File: src/rtl/xlat_regs_pkg.sv
package xlat_regs_pkg;
  // word indices of the registers (byte offset / 4)
  localparam int IX_BASE   = 0;
  localparam int IX_STAT   = 1;
  localparam int IX_CMD    = 2;
  localparam int IX_FADDR  = 3;
  localparam int IX_FLUSH1 = 4;
  localparam int IX_RAW    = 5;
  localparam int IX_CLR    = 6;
  localparam int IX_MASK   = 7;
  localparam int IX_MSTAT  = 8;
  localparam int IX_GATE   = 9;

  localparam int CMD_W    = 3;
  localparam int NUM_CMDS = 7;

  typedef enum logic [CMD_W-1:0] {
    CMD_XLAT_ON    = 3'd0,
    CMD_XLAT_OFF   = 3'd1,
    CMD_STALL_ON   = 3'd2,
    CMD_STALL_OFF  = 3'd3,
    CMD_FLUSH_ALL  = 3'd4,
    CMD_FAULT_DONE = 3'd5,
    CMD_SOFT_RST   = 3'd6
  } cmd_e;

  localparam int IRQ_FAULT  = 0;
  localparam int IRQ_BUSERR = 1;
  localparam int NUM_IRQ    = 2;

  // status word bit positions
  localparam int ST_XLAT   = 0;
  localparam int ST_FAULT  = 1;
  localparam int ST_STALL  = 2;
  localparam int ST_IDLE   = 3;
  localparam int ST_REPLAY = 4;
  localparam int ST_FWRITE = 5;
endpackage

File: src/rtl/xlat_cmd_pipe.sv
module xlat_cmd_pipe #(
  parameter int LAT = 3,
  parameter int CW  = 3
) (
  input  logic          clk,
  input  logic          rst,
  input  logic          clr,
  input  logic          push,
  input  logic [CW-1:0] code_in,
  output logic          apply_vld,
  output logic [CW-1:0] apply_code,
  output logic          busy
);
  logic [LAT-1:0]         vld_q;
  logic [LAT-1:0][CW-1:0] code_q;

  generate
    if (LAT == 1) begin : g_single
      always_ff @(posedge clk) begin
        if (rst || clr) vld_q <= '0;
        else            vld_q <= push;
        code_q <= code_in;
      end
    end else begin : g_chain
      always_ff @(posedge clk) begin
        if (rst || clr) vld_q <= '0;
        else            vld_q <= {vld_q[LAT-2:0], push};
        code_q <= {code_q[LAT-2:0], code_in};
      end
    end
  endgenerate

  assign apply_vld  = vld_q[LAT-1];
  assign apply_code = code_q[LAT-1];
  assign busy       = |vld_q;

  p_push_busy_r13: assert property (@(posedge clk) disable iff (rst)
    (push && !clr) |=> busy);
endmodule

File: src/rtl/xlat_mode_state.sv
module xlat_mode_state
  import xlat_regs_pkg::*;
#(
  parameter int AW = 32
) (
  input  logic             clk,
  input  logic             rst,
  input  logic             clr,
  input  logic             apply_vld,
  input  logic [CMD_W-1:0] apply_code,
  input  logic             evt_fault,
  input  logic             evt_write,
  input  logic [AW-1:0]    evt_addr,
  output logic             xlat_on,
  output logic             stall_on,
  output logic             fault_active,
  output logic             fault_write,
  output logic [AW-1:0]    fault_addr,
  output logic             flush_all
);
  always_ff @(posedge clk) begin
    if (rst || clr) begin
      xlat_on      <= 1'b0;
      stall_on     <= 1'b0;
      fault_active <= 1'b0;
      fault_write  <= 1'b0;
      fault_addr   <= '0;
      flush_all    <= 1'b0;
    end else begin
      flush_all <= apply_vld && (apply_code == CMD_FLUSH_ALL);
      if (apply_vld) begin
        case (apply_code)
          CMD_XLAT_ON:   xlat_on <= 1'b1;
          CMD_XLAT_OFF: begin
            xlat_on  <= 1'b0;
            stall_on <= 1'b0;
          end
          CMD_STALL_ON:  if (xlat_on) stall_on <= 1'b1;
          CMD_STALL_OFF: stall_on <= 1'b0;
          CMD_FAULT_DONE: begin
            fault_active <= 1'b0;
            fault_write  <= 1'b0;
          end
          default: ;
        endcase
      end
      if (evt_fault) begin
        fault_active <= 1'b1;
        fault_write  <= evt_write;
        fault_addr   <= evt_addr;
      end
    end
  end

  p_stall_needs_xlat_r3: assert property (@(posedge clk) disable iff (rst)
    stall_on |-> xlat_on);

  p_stall_release_r4: assert property (@(posedge clk) disable iff (rst)
    (apply_vld && apply_code == CMD_STALL_OFF) |=> !stall_on);

  p_fault_done_r6: assert property (@(posedge clk) disable iff (rst)
    (apply_vld && apply_code == CMD_FAULT_DONE && !evt_fault && !clr)
      |=> (!fault_active && !fault_write && $stable(fault_addr)));

  p_fault_capture_r8: assert property (@(posedge clk) disable iff (rst)
    (evt_fault && !clr) |=> (fault_active && fault_addr == $past(evt_addr)));
endmodule

File: src/rtl/xlat_irq_ctrl.sv
module xlat_irq_ctrl #(
  parameter int NSRC = 2
) (
  input  logic            clk,
  input  logic            rst,
  input  logic            clr_all,
  input  logic [NSRC-1:0] evt,
  input  logic            clr_wr,
  input  logic [NSRC-1:0] clr_bits,
  input  logic            mask_wr,
  input  logic [NSRC-1:0] mask_bits,
  output logic [NSRC-1:0] raw,
  output logic [NSRC-1:0] mask,
  output logic            irq
);
  generate
    for (genvar i = 0; i < NSRC; i++) begin : g_src
      logic r_q;
      always_ff @(posedge clk) begin
        if (rst || clr_all)            r_q <= 1'b0;
        else if (evt[i])               r_q <= 1'b1;
        else if (clr_wr && clr_bits[i]) r_q <= 1'b0;
      end
      assign raw[i] = r_q;

      p_event_wins_r10: assert property (@(posedge clk) disable iff (rst)
        (evt[i] && !clr_all) |=> raw[i]);
    end
  endgenerate

  always_ff @(posedge clk) begin
    if (rst || clr_all) begin
      mask <= '0;
      irq  <= 1'b0;
    end else begin
      if (mask_wr) mask <= mask_bits;
      irq <= |(raw & mask);
    end
  end

  p_irq_follows_r11: assert property (@(posedge clk) disable iff (rst)
    (!$past(clr_all) && !$past(rst)) |-> (irq == $past(|(raw & mask))));
endmodule

File: src/rtl/xlat_ctrl_regs.sv
module xlat_ctrl_regs
  import xlat_regs_pkg::*;
#(
  parameter int ADDR_W    = 8,
  parameter int DATA_W    = 32,
  parameter int PAGE_BITS = 12,
  parameter int CMD_LAT   = 3
) (
  input  logic                        clk,
  input  logic                        rst,
  input  logic [ADDR_W-1:0]           bus_addr,
  input  logic                        bus_we,
  input  logic [DATA_W-1:0]           bus_wdata,
  output logic [DATA_W-1:0]           bus_rdata,
  input  logic                        evt_fault,
  input  logic                        evt_fault_write,
  input  logic [DATA_W-1:0]           evt_fault_addr,
  input  logic                        evt_bus_err,
  output logic [DATA_W-1:0]           table_base,
  output logic                        xlat_on,
  output logic                        stall_on,
  output logic                        flush_all,
  output logic                        flush_one,
  output logic [DATA_W-PAGE_BITS-1:0] flush_one_page,
  output logic                        clk_gate_en,
  output logic                        irq
);
  localparam int IDX_W  = ADDR_W - 2;
  localparam int PAGE_W = DATA_W - PAGE_BITS;

  logic             aligned;
  logic [IDX_W-1:0] idx;
  logic             wr_hit;
  logic             wr_base, wr_cmd, wr_flush1, wr_clr, wr_mask, wr_gate;
  logic             cmd_known;

  assign aligned   = (bus_addr[1:0] == 2'b00);
  assign idx       = bus_addr[ADDR_W-1:2];
  assign wr_hit    = bus_we && aligned;
  assign cmd_known = (bus_wdata < DATA_W'(NUM_CMDS));
  assign wr_base   = wr_hit && (idx == IDX_W'(IX_BASE));
  assign wr_cmd    = wr_hit && (idx == IDX_W'(IX_CMD)) && cmd_known;
  assign wr_flush1 = wr_hit && (idx == IDX_W'(IX_FLUSH1));
  assign wr_clr    = wr_hit && (idx == IDX_W'(IX_CLR));
  assign wr_mask   = wr_hit && (idx == IDX_W'(IX_MASK));
  assign wr_gate   = wr_hit && (idx == IDX_W'(IX_GATE));

  // command pipeline
  logic             apply_vld;
  logic [CMD_W-1:0] apply_code;
  logic             cmd_busy;
  logic             soft_rst;

  assign soft_rst = apply_vld && (apply_code == CMD_SOFT_RST);

  xlat_cmd_pipe #(.LAT(CMD_LAT), .CW(CMD_W)) u_pipe (
    .clk        (clk),
    .rst        (rst),
    .clr        (soft_rst),
    .push       (wr_cmd),
    .code_in    (bus_wdata[CMD_W-1:0]),
    .apply_vld  (apply_vld),
    .apply_code (apply_code),
    .busy       (cmd_busy)
  );

  // mode and fault state
  logic              fault_active, fault_write;
  logic [DATA_W-1:0] fault_addr;

  xlat_mode_state #(.AW(DATA_W)) u_mode (
    .clk          (clk),
    .rst          (rst),
    .clr          (soft_rst),
    .apply_vld    (apply_vld),
    .apply_code   (apply_code),
    .evt_fault    (evt_fault),
    .evt_write    (evt_fault_write),
    .evt_addr     (evt_fault_addr),
    .xlat_on      (xlat_on),
    .stall_on     (stall_on),
    .fault_active (fault_active),
    .fault_write  (fault_write),
    .fault_addr   (fault_addr),
    .flush_all    (flush_all)
  );

  // interrupt flags
  logic [NUM_IRQ-1:0] irq_evt, irq_raw, irq_mask;
  assign irq_evt[IRQ_FAULT]  = evt_fault;
  assign irq_evt[IRQ_BUSERR] = evt_bus_err;

  xlat_irq_ctrl #(.NSRC(NUM_IRQ)) u_irq (
    .clk       (clk),
    .rst       (rst),
    .clr_all   (soft_rst),
    .evt       (irq_evt),
    .clr_wr    (wr_clr),
    .clr_bits  (bus_wdata[NUM_IRQ-1:0]),
    .mask_wr   (wr_mask),
    .mask_bits (bus_wdata[NUM_IRQ-1:0]),
    .raw       (irq_raw),
    .mask      (irq_mask),
    .irq       (irq)
  );

  // plain registers
  always_ff @(posedge clk) begin
    if (rst || soft_rst) begin
      table_base     <= '0;
      clk_gate_en    <= 1'b0;
      flush_one      <= 1'b0;
      flush_one_page <= '0;
    end else begin
      if (wr_base) table_base <= {bus_wdata[DATA_W-1:PAGE_BITS], {PAGE_BITS{1'b0}}};
      if (wr_gate) clk_gate_en <= bus_wdata[0];
      flush_one <= wr_flush1;
      if (wr_flush1) flush_one_page <= bus_wdata[DATA_W-1:PAGE_BITS];
    end
  end

  // status word and read mux
  logic [DATA_W-1:0] status_w, rd_mux;

  always_comb begin
    status_w            = '0;
    status_w[ST_XLAT]   = xlat_on;
    status_w[ST_FAULT]  = fault_active;
    status_w[ST_STALL]  = stall_on;
    status_w[ST_IDLE]   = !cmd_busy;
    status_w[ST_REPLAY] = !fault_active;
    status_w[ST_FWRITE] = fault_write;
    status_w[DATA_W-1]  = !stall_on;
  end

  always_comb begin
    rd_mux = '0;
    if (aligned) begin
      case (idx)
        IDX_W'(IX_BASE):  rd_mux = table_base;
        IDX_W'(IX_STAT):  rd_mux = status_w;
        IDX_W'(IX_FADDR): rd_mux = fault_addr;
        IDX_W'(IX_RAW):   rd_mux = {{(DATA_W-NUM_IRQ){1'b0}}, irq_raw};
        IDX_W'(IX_MASK):  rd_mux = {{(DATA_W-NUM_IRQ){1'b0}}, irq_mask};
        IDX_W'(IX_MSTAT): rd_mux = {{(DATA_W-NUM_IRQ){1'b0}}, irq_raw & irq_mask};
        IDX_W'(IX_GATE):  rd_mux = {{(DATA_W-1){1'b0}}, clk_gate_en};
        default:          rd_mux = '0;
      endcase
    end
  end

  always_ff @(posedge clk) begin
    if (rst || soft_rst) bus_rdata <= '0;
    else                 bus_rdata <= rd_mux;
  end

  p_base_write_r1: assert property (@(posedge clk) disable iff (rst)
    (wr_base && !soft_rst) |=>
      (table_base == {$past(bus_wdata[DATA_W-1:PAGE_BITS]), {PAGE_BITS{1'b0}}}));

  p_xlat_rise_r2: assert property (@(posedge clk) disable iff (rst)
    $rose(xlat_on) |-> $past(apply_vld && apply_code == CMD_XLAT_ON));

  p_flush_source_r5: assert property (@(posedge clk) disable iff (rst)
    flush_all |-> $past(apply_vld && apply_code == CMD_FLUSH_ALL));

  p_soft_reset_r7: assert property (@(posedge clk) disable iff (rst)
    soft_rst |=> (table_base == '0 && !xlat_on && !irq && !clk_gate_en));

  p_flush_one_r12: assert property (@(posedge clk) disable iff (rst)
    (wr_flush1 && !soft_rst) |=> (flush_one && flush_one_page == $past(bus_wdata[DATA_W-1:PAGE_BITS])));
endmodule

File: config.mk
export PLATFORM = sky130hd
export DESIGN_NAME = xlat_ctrl_regs
export DESIGN_NICKNAME = d
export VERILOG_FILES = /design/src/rtl/xlat_regs_pkg.sv /design/src/rtl/xlat_cmd_pipe.sv /design/src/rtl/xlat_mode_state.sv /design/src/rtl/xlat_irq_ctrl.sv /design/src/rtl/xlat_ctrl_regs.sv
export SDC_FILE = /design/constraint.sdc
export NUM_CORES = 1
export LEC_CHECK = 0
export ABC_CLOCK_PERIOD_IN_PS = 1600
export BUFFER_PORTS_ARGS = -buffer_cell sky130_fd_sc_hd__clkbuf_2
export CAP_MARGIN = 20
export CORE_UTILIZATION = 44
export CTS_CLUSTER_DIAMETER = 120
export DETAILED_ROUTE_END_ITERATION = 10
export GPL_ROUTABILITY_DRIVEN = 0
export PLACE_DENSITY = 0.73
export SLEW_MARGIN = 10
export SYNTH_ARGS = -nofsm -noshare
export SYNTH_HDL_FRONTEND = slang
export SYNTH_SLANG_ARGS = --single-unit
export TNS_END_PERCENT = 30
File: constraint.sdc
create_clock -name clk -period 1.6 [get_ports clk]
set_input_delay 0.32 -clock clk [delete_from_list [all_inputs] [get_ports clk]]
set_output_delay 0.32 -clock clk [all_outputs]
set_load 0.05 [all_outputs]
==> results.cfg <==
[sta]
hold_viol = 0
max_freq_mhz = 639
rsz0062_at_grt = false
fin_crit_sh = 0.978
period_minus_slack_ps = 1560
clock_skew_ps = 9.08
setup_viol = 0
slew_viol_final = 0
hold-worst-slack_ps = 47.6

[setup_path]
cpPeakStageDelay_ps = 440
required_ps = 1280
path_buf_inv = 1
critPathLaunchType = register
critPathKind = register to output port
path_cells = buf_2
critPathMaxFanout = 4
critPathTopFamily = flip-flops
cp.arrival_ps = 1240
slowest_stage = dfxtp_1
critPathCaptureType = output port

[synth]
synth_cell_types = 41
ys_warn_count = 0
syn-cell-area_um2 = 4670
netlist_top_cells_area = dfxtp_1 55%, mux2i_1 7.1%, nand2_1 7.1%
synth_edf_count = 0
yosysMostFrequentCell = dfxtp_1
synth_seq_cells = 128
syn_avg_cell_area_um2 = 9.17
async_flop_share = 0
synth_cells = 509
ys.flop_type = dfxtp_1
yosys-top-cells-count = 128 x dfxtp_1, 88 x nand2_1, 65 x nor2_1, 49 x a21oi_1, 33 x mux2i_1
synth_top_area_share = 0.549
yosys.area.top_type = dfxtp_1
synth_seq_area_share = 0.549

[grt]
grt_pass1_vias = 4170
grt_use_total = 0.238
grt_max_degree = 48
grt_pass1_wl_um = 20400
antenna_found_initial = 0
grt-ovfl-total = 0

[clock_tree]
cts_tree = built
clkTransAtPathRegs_ps = 60
ctsRootBufferMaster = clkbuf_8
numCtsBuffers = 17
cts.htree.levels = 4
cts.path.max_buffers = 2
cts_sinks = 128
clk_latency_ps = 500

[min_path]
hold_path_class = primary input to register

[pwr]
power.density_nw_per_um2 = 1210
report.power.total_mw = 7.69
leakage_nw = 2.77
peakVddDrop_v = 0.000747

[routing]
drc = 0
drtIter0Drc = 204
routedWlPerCell_um = 15.5
viasPerCell = 5.13
wirelength_um = 12900
vias = 4260
antenna_left = 0
dr.pass1.iters = 4

[placement]
place.port_buffers = 155
hpwl_um = 8930
place_area_um2 = 5700
dp_cells = 796

[job]
drv_cap = 0

[run_status]
status = completed

[layout]
layout-drive-gt1-share = 0.318
fin_cells = 831
design_area_um2 = 6350
fin_util = 0.615
area_delta_synth_final_pct = 36.0
fin_nets = 760
n_antenna_cell = 0

[floorplanning]
die_w_um = 105
dieArea_um2 = 11000
die_h_um = 105
io_pins = 168
start_util = 0.452
num_rows = 37
core_um2 = 10300
[routing by layer]
layer,routed length (um),up-vias,global-route usage
li1,-,2070,-
met1,5360,1993,0.279
met3,857,14,0.0549
met2,6520,183,0.420
met4,172,0,0.0905
met5,0,-,0
[worst paths after layout]
kind,start,to,slack (ps),depth (start not counted)
setup reg to reg,u_pipe.apply_code[0]$_DFF_P_,bus_rdata[31]$_SDFF_PP0_,170,5
setup / recovery,u_mode.stall_on$_SDFFE_PP0P_,stall_on,40,1
hold reg to reg,u_pipe.code_q[2]$_DFF_P_,u_pipe.code_q[5]$_DFF_P_,330,0
hold / removal,evt_fault_addr[28],u_mode.fault_addr[28]$_SDFFE_PP0P_,50,3
[layout make-up]
cell class                      count  area, um2
Clock buffer                       19        432
Fill cell                         880       3980
Multi-Input combinational cell    346       1890
Sequential cell                   128       2560
Clock inverter                     13        176
Tap cell                          136        170
Timing Repair Buffer              186       1100
Inverter                            3       11.3
[stage by stage]
stage | setup WS [ps] | TNS (ps)
floorplan | 26.6 | 0
global placement | -129 | -1950
detailed placement | -229 | -6890
CTS | 0.184 | 0
global route | 6.27 | 0
finish | 35.8 | 0
[flip-flops by register name, summed over array words and instances, names as in the netlist]
register,cells
u_mode.stall_on,1
u_pipe.apply_code,3
flush_one,1
u_irq.g_src.r_q,2
clk_gate_en,1
u_mode.flush_all,1
bus_rdata,32
u_irq.irq,1
flush_one_page,20
u_mode.fault_write,1
u_pipe.code_q,6
u_pipe.vld_q,3
u_mode.xlat_on,1
table_base,20
u_mode.fault_addr,32
u_mode.fault_active,1
u_irq.mask,2
[what timing repair did]
item	4_1_cts	5_1_grt
hold buffers	3	0
gates resized for setup	0	2
endpoints found under the hold margin	3	0
endpoints found under the setup margin	0	2
buffers inserted	0	0
[cells by family (layout without fill, tap and decap cells)]
| logic type | count (synthesis) | in the layout | share of synthesized area |
|---|---|---|---|
| buf+inv | 46 | 221 | 0.0560 |
| other cells | 1 | 12 | 0.000803 |
| flops | 128 | 128 | 0.549 |
| simple gates | 212 | 212 | 0.209 |
| compound gates | 88 | 88 | 0.112 |
| mux | 34 | 34 | 0.0732 |
[power breakdown]
| group | total, mW | switching (mW) | internal (mW) |
|---|---|---|---|
| registers | 3.29 | 0.0378 | 3.26 |
| clock network | 3.93 | 1.48 | 2.45 |
| logic | 0.460 | 0.278 | 0.183 |
[placed cells by master, fill, tap and decap left out, drive strengths merged, types with 2 or more instances in the layout]
master,Yosys,routed
a21oi,49,49
a31o,2,2
mux2i,33,33
conb,1,12
nand4b,2,2
clkinvlp,0,3
a211oi,3,3
dfxtp,128,128
o21ai,6,6
bufinv,0,3
nor4bb,2,2
and2,10,10
nand2,88,88
and3,4,4
nor2,65,65
inv,3,8
a22oi,23,23
a31oi,2,2
clkinv,0,2
nand4,6,6
nor3,6,6
nor2b,4,4
dlygate4sd3,0,3
buf,29,29
nor4,10,10
clkbuf,14,173
nand3,7,7
Note: power is estimated with default switching activity, not from simulation.
